`src/rtl/regfile_bs.sv`:
```
module regfile_bs #(
  parameter int AW = 4,
  parameter int DW = 16
) (
  input  logic          clk,
  input  logic          rst_n,
  input  logic [AW-1:0] ra_addr,
  input  logic [AW-1:0] rb_addr,
  output logic [DW-1:0] ra_data,
  output logic [DW-1:0] rb_data,
  input  logic          we,
  input  logic [AW-1:0] wa,
  input  logic [1:0]    wmode,
  input  logic [DW-1:0] wdata,
  input  logic [7:0]    wimm
);
  localparam int NREG = 1 << AW;
  localparam int UPW  = DW - 8;
  localparam logic [1:0] M_WORD  = 2'b00;
  localparam logic [1:0] M_SETHI = 2'b01;
  localparam logic [1:0] M_SETLO = 2'b10;
  localparam logic [1:0] M_LDB   = 2'b11;

  logic [DW-1:0] regs [NREG];
  logic [DW-1:0] cur;
  logic [DW-1:0] nxt;

  assign cur = regs[wa];

  always_comb begin
    case (wmode)
      M_WORD:  nxt = wdata;
      M_SETHI: nxt = {wimm, cur[UPW-1:0]};
      M_SETLO: nxt = {cur[DW-1:8], wimm};
      M_LDB:   nxt = {{UPW{wdata[7]}}, wdata[7:0]};
      default: nxt = wdata;
    endcase
  end

  assign regs[0] = '0;

  for (genvar i = 1; i < NREG; i++) begin : g_reg
    logic [DW-1:0] q;
    always_ff @(posedge clk or negedge rst_n) begin
      if (!rst_n)
        q <= '0;
      else if (we && wa == AW'(i))
        q <= nxt;
    end
    assign regs[i] = q;
  end

  assign ra_data = regs[ra_addr];
  assign rb_data = regs[rb_addr];
endmodule

```
`config.mk`:
```
export PLATFORM = sky130hd
export DESIGN_NAME = regfile_bs
export DESIGN_NICKNAME = d
export VERILOG_FILES = /design/src/rtl/regfile_bs.sv
export SDC_FILE = /design/constraint.sdc
export NUM_CORES = 1
export LEC_CHECK = 0
export BUFFER_PORTS_ARGS = -buffer_cell sky130_fd_sc_hd__buf_2
export CAP_MARGIN = 20
export CORE_ASPECT_RATIO = 0.9
export CORE_MARGIN = 5
export CORE_UTILIZATION = 33
export DETAILED_ROUTE_END_ITERATION = 7
export HOLD_SLACK_MARGIN = 0.08
export SLEW_MARGIN = 0
export SYNTH_ARGS = -nofsm -noshare
export SYNTH_HDL_FRONTEND = slang
export SYNTH_SLANG_ARGS = --single-unit
```
`constraint.sdc`:
```
create_clock -name clk -period 4.7 [get_ports clk]
set_clock_uncertainty 0.05 [all_clocks]
set_input_delay 0.235 -clock clk [delete_from_list [all_inputs] [get_ports clk]]
set_output_delay 0.235 -clock clk [all_outputs]
set_load 0.02 [all_outputs]
```
==> results of run 1 <==
[worst max-delay path by stage]
stage,end,cells past startpoint,slack (ns)
after floorplan,ra_data[10],5,2.59
after global placement,rb_data[8],7,1.78
after detailed placement,rb_data[10],7,1.77
after CTS,rb_data[10],7,1.76
after global routing,rb_data[8],7,1.60
final,rb_data[8],7,1.79
[cell type report]
| type | instances | area share (%) |
|---|---|---|
| multi-input combinational | 1026 | 50.91 |
| sequential | 240 | 34.85 |
| tap | 616 | 4.473 |
| clock buffer | 31 | 4.182 |
| timing repair buffer | 108 | 4.110 |
| clock inverter | 19 | 1.416 |
| inverter | 2 | 0.04357 |
| antenna | 1 | 0.01452 |
[layer usage]
layer	vias to the layer above	part of all wire (%)	GRT usage, %
met2	587	46	30.16
met3	129	8.0	3.724
met4	6	4.0	7.379
met5	-	0.070	0
li1	5410	-	-
met1	6333	41	27.27
[what timing repair did]
action	in CTS	in global routing
endpoints found under the hold margin	67	0
hold buffers	2	0
setup endpoints to repair	0	0
buffers inserted	0	0
[worst register-to-register path, stage by stage (launching register included)]
cell and delay [ns]:
dfrtp_1 0.41, mux2_2 0.28, a221oi_1 0.53, o211a_2 0.56, o31ai_1 0.17
[power by group through the flow]
stage	Combinational (mW)	Clock, mW	Sequential (mW)
after global routing	2.46	2.43	3.22
after CTS	2.25	2.34	3.12
final	2.25	2.31	3.14
after floorplan	1.77	0	2.97
after detailed placement	2.24	0	3.15
after global placement	2.20	0	3.12
[cells by family after synthesis]
group                  after synthesis
AO/OA/AOI/OAI                      396
flip-flops                         240
AND/OR/NAND/NOR                    362
buffers and inverters              140
multiplexers                       268
[layout by cell type (no fill, tap or decap), types with 4 or more instances in the layout]
cell and count:
a211oi_1 8, a21oi_1 136, a221o_1 25, a221oi_1 6, a22o_1 25, a22oi_1 16
a31oi_1 91, a31oi_2 13, buf_2 67, buf_4 33, bufinv_16 5, clkbuf_16 27
clkinv_2 7, dfrtp_1 240, inv_6 4, mux2_2 56, mux2i_1 81, mux4_2 131
nand2_1 72, nand2b_1 21, nand3_1 6, nor2_1 216, nor2_2 9, nor2b_1 6
nor3_4 6, o211ai_2 8, o21ai_0 9, o31ai_1 43
[stage by stage]
| step | util [%] | area [sq um] | cells | hold slack, ns |
|---|---|---|---|---|
| 5_1_grt | 36.87 | 17230 | 2043 | 0.1870 |
| 2_1_floorplan | - | 15600 | 1406 | -0.1106 |
| 3_5_place_dp | 34.74 | 16230 | 1989 | 0.1794 |
| 3_3_place_gp | 34.68 | 16210 | 1988 | 0.1744 |
| 6_report | 36.87 | 17230 | 2043 | 0.1791 |
| 4_1_cts | 36.84 | 17220 | 2041 | 0.1715 |
==> results.yml, run 1 <==
synth:
  ys.warnings.count: 0
  ys_seq_area_share_pct: 38.50
  ys.flop_type: "dfrtp_1"
  synth.most_common_cell: "dfrtp_1"
  synth_mux_area_share_pct: 28.15
  synthAdderAreaFrac_pct: 0
  synth_edf_count: 0
  synthXorXnorAreaFrac_pct: 0
  yosys.area_share.simple_pct: 10.16
  synthTopCellsByArea: "dfrtp_1 (39%), mux4_2 (19%), nor2_1 (5.3%)"
  synth_fp_nets: 1447
  synth_top_family_by_area: "multiplexers"
  synth_cell_type_count: 50
  synth_largest_area_cell: "dfrtp_1"
  synth_common_cells: "dfrtp_1 (240), nor2_1 (220), a21oi_1 (136)"
  synth_top_area_share_pct: 38.50
  syn_inst: 1406
  syn_area_per_cell_sq_um: 11.09
  synth_compound_area_share_pct: 17.67
  async_reset_ff_share_pct: 100.0
  ys_ff_latch: 240
  synth_area_sq_um: 15600
final_layout:
  nets: 1446
  reg_top3: "g.q (240)"
  regMostFlops: "g.q"
  area_growth_pct: 10.47
  multi_input_area_sq_um: 8772
  drive_gt1_share_pct: 27.84
  fill_cells: 4608
  largest_register_ffs: 240
  regArea_sq_um: 6006
routing:
  via_count: 12470
  drtPass1Iterations: 7
  viasPerCell: 6.101
  ant_nets: 0
  drt_iter0_drc: 1296
  routed_wl_microns: 51370
  route.detailed.drc: 0
  wl_per_cell_microns: 25.14
cts:
  cts.sinks: 240
  cts.path.max_buffers: 3
  cts.clk_slew.worst_paths_ns: 0.06
  root_buffer: "clkbuf_16"
  insertion_delay_ns: 0.56
  ctsResizeCount: 0
  htreeDepth: 1
  cts_buffers: 27
  cts_tree: "built"
setup_path:
  critPathBufInv: 3
  arrival_ns: 2.62
  slowest_stage: "buf_4"
  r2r_cells: 4
  critical_path.top_delay_family: "buffers and inverters"
  timing.rr.start: "g_reg[1].q[11]$_DFFE_PN0P_"
  worst-path-max-fanout: 43
  cp_slowest_stage_delay_ns: 0.65
  r2r_slack_ns: 2.57
  r2r-end: "g_reg[14].q[11]$_DFFE_PN0P_"
  cp-end-kind: "primary output"
  worstSetupStartpointType: "primary input"
  required_ns: 4.41
  crit_start: "rb_addr[0]"
  path_cells: "buf_4 -> buf_4 -> mux4_2 -> nand2b_1 -> a21oi_1 -> a21oi_1 -> buf_2"
  critPathKind: "in2out"
timing:
  setup_ws_ns: 1.795
  tns_ns: 0
  rsz0062_at_grt: "no"
  tightestPinTransition_ns: 1.128
  slew_headroom_pct: 24.81
  min_period_over_period_pct: 61.81
  hold_viol: 0
  max_freq_ghz: 0.3442
  setup_viol: 0
  period_needed_ns: 2.905
  drv_slew: 0
die:
  pin_count: 73
  die_h_microns: 216.3
  dieArea_sq_um: 51720
  die_x_microns: 239.2
  start_util_pct: 33.38
  row_count: 75
  core-area_sq_um: 46730
power_and_ir_drop:
  p_leak_nw: 6.791
  p_total_mw: 7.702
  power.internal_mw: 5.120
  switching_share_pct: 33.52
  peakVddDrop_mv: 0.2542
  pwr-share-seq_pct: 40.7
  cellPowerDensity_nw_per_um2: 446.9
  combPwrFrac_pct: 29.3
  clockPowerShare_pct: 30.0
  p_switching_mw: 2.581
place:
  finalWeightedCongestion: 0.8755
  io_buffers: 72
  post-dp-hpwl_microns: 33280
  pre_cts_ws_ns: 1.770
global_routing:
  grt_overflow: 0
  grt_pass1_wl_microns: 78660
  grtUsageTotal_pct: 19.49
  grt_max_degree: 102
  grt_pass1_vias: 12320
  antenna_found_initial: 4
hold_path:
  worstHoldPathType: "in2async"
outcome:
  status: "complete, no violations"
job:
  cap_violations: 0
No activity file was read; power rests on OpenSTA's default activity.
==> inputs of run 2 (changes only) <==
Clock period 4.7 ns to 2.3 ns, I/O delays scaled along.
==> run 2 against run 1 <==
The flow now finishes with violations (negative setup slack); wire length increased by 5.3%; clock power increased by 97%; global-route usage increased by 0.91 points; via count increased by 3.9%; sequential cell count unchanged; final cell count increased by 6.0%; power increased by 110%; non-clock buffer count increased by 121; die area unchanged.
==> results.yml, run 2 (synthesis gave the netlist of run 1 again) <==
setup_path:
  cp-end-kind: "primary output"
  worstSetupStartpointType: "register"
  arrival_ns: 2.22
  r2r-end: "g_reg[7].q[2]$_DFFE_PN0P_"
  critPathKind: "reg2out"
  worst-path-max-fanout: 4
  timing.rr.start: "g_reg[14].q[2]$_DFFE_PN0P_"
  required_ns: 2.13
  r2r_slack_ns: 0.26
  r2r_cells: 6
power_and_ir_drop:
  switching_share_pct: 33.63
  cellPowerDensity_nw_per_um2: 881.1
  combPwrFrac_pct: 33.1
  pwr-share-seq_pct: 39.1
  p_switching_mw: 5.488
  power.internal_mw: 10.83
  clockPowerShare_pct: 27.8
  peakVddDrop_mv: 0.5118
  p_total_mw: 16.32
  p_leak_nw: 7.473
cts:
  root_buffer: "clkbuf_16"
  cts.clk_slew.worst_paths_ns: 0.06
  insertion_delay_ns: 0.57
  cts_buffers: 27
  cts.path.max_buffers: 3
  htreeDepth: 1
  cts.sinks: 240
  cts_tree: "built"
final_layout:
  layout_commonest_cell: "dfrtp_1"
  stdcell_count: 2165
  reg_top3: "g.q (240)"
  final_util_pct: 39.63
  largest_register_ffs: 240
  regMostFlops: "g.q"
  drive_gt1_share_pct: 34.17
  nets: 1567
  final_cell_mix: "dfrtp_1 (239), nor2_1 (216), buf_4 (136)"
  area_growth_pct: 18.74
outcome:
  violations: "negative setup slack"
  status: "finished, violations left"
place:
  dp.cells: 2057
  pre_cts_ws_ns: 0.1634
  io_buffers: 72
  post-dp-hpwl_microns: 37020
  finalWeightedCongestion: 0.8725
hold_path:
  holdPathStages: 4
  min_to: "g_reg[8].q[12]$_DFFE_PN0P_"
  min-delay-start: "wdata[12]"
  worstHoldPathType: "in2reg"
timing:
  min_period_over_period_pct: 103.8
  tightestPinTransition_ns: 0.8430
  holdWs_ns: 0.1330
  period_needed_ns: 2.388
  slew_headroom_pct: 43.80
  hold_viol: 0
  max_freq_ghz: 0.4188
  setup_ws_ns: -0.08796
  rsz0062_at_grt: "yes"
  drv_slew: 0
  setup_viol: 8
routing:
  ant_nets: 0
  wl_per_cell_microns: 24.98
  drt_iter0_drc: 1497
  drtPass1Iterations: 5
  via_count: 12950
  routed_wl_microns: 54080
  route.detailed.drc: 0
  viasPerCell: 5.983
die:
  pin_count: 73
  dieArea_sq_um: 51720
  core-area_sq_um: 46730
  start_util_pct: 33.38
  die_x_microns: 239.2
  row_count: 75
  die_h_microns: 216.3
global_routing:
  grt_max_degree: 65
  grt_pass1_vias: 12960
  antenna_found_initial: 4
  grt_pass1_wl_microns: 81990
  grtUsageTotal_pct: 20.40
  grt_overflow: 0
job:
  cap_violations: 0
==> run 2: cell count changes in the layout (fill, tap and decap cells not counted), sizes merged <==
| cell | previous run | this run |
|---|---|---|
| clkinv | 8 | 6 |
| buf | 106 | 221 |
| diode | 1 | 4 |
| clkbuf | 31 | 35 |
| bufinv | 5 | 3 |
| dlygate4sd3 | 2 | 8 |
| inv | 6 | 3 |
| clkinvlp | 2 | 3 |
==> run 2: worst max path at each step <==
stage / slack, ns / to / startpoint
after floorplan: 0.43 / ra_data[10] / ra_addr[1]
after global placement: 0.05 / ra_data[7] / ra_addr[0]
after detailed placement: 0.16 / ra_data[7] / ra_addr[0]
after CTS: -0.09 / ra_data[7] / g_reg[11].q[7]$_DFFE_PN0P_
after global routing: -0.11 / ra_data[6] / g_reg[15].q[6]$_DFFE_PN0P_
final: -0.09 / ra_data[7] / g_reg[11].q[7]$_DFFE_PN0P_
==> run 2: layer usage <==
layer | part of all wire, % | track usage (%) | vias to the layer above
li1 | - | - | 5651
met4 | 4.6 | 9.243 | 0
met3 | 9.1 | 3.852 | 149
met5 | 0 | 0 | -
met1 | 40 | 28.04 | 6468
met2 | 46 | 31.43 | 685
==> run 2: area by class of cell <==
| cell class | count | area (sq um) |
|---|---|---|
| fillers | 4482 | 28210 |
| multi-input cells | 1026 | 8866 |
| flip-flops and latches | 240 | 6007 |
| repair buffers | 229 | 1943 |
| well taps | 616 | 770.7 |
| clock buffers | 35 | 765.7 |
| clock inverters | 13 | 151.4 |
| diodes | 4 | 10.01 |
| inverters | 2 | 7.507 |
==> run 2: worst max-delay path, cell delays in order (launching register included) <==
cell	delay, ns
dfrtp_1	0.42
mux4_2	0.51
mux4_2	0.55
buf_6	0.17
==> run 2: through the flow <==
step / TNS, ns / instance area [sq um]
6_report: -0.3188 / 18520
5_1_grt: -0.6635 / 18520
4_1_cts: -0.5196 / 18300
3_5_place_dp: 0 / 16920
3_3_place_gp: 0 / 16900
2_1_floorplan: 0 / 15600
==> run 2: power by group through the flow <==
stage	Sequential [mW]	Combinational, mW	Clock (mW)
after floorplan	6.06	3.62	0
after global routing	6.51	5.81	4.77
after detailed placement	6.47	4.72	0
final	6.38	5.40	4.54
after global placement	6.40	4.62	0
after CTS	6.34	5.17	4.60
==> run 2: timing repair <==
item / CTS / global route
pin swaps: 0 / 1
hold endpoints to repair: 298 / 0
resized for setup: 29 / 33
setup buffers: 35 / 12
hold buffers: 9 / 0
setup endpoints to repair: 17 / 24
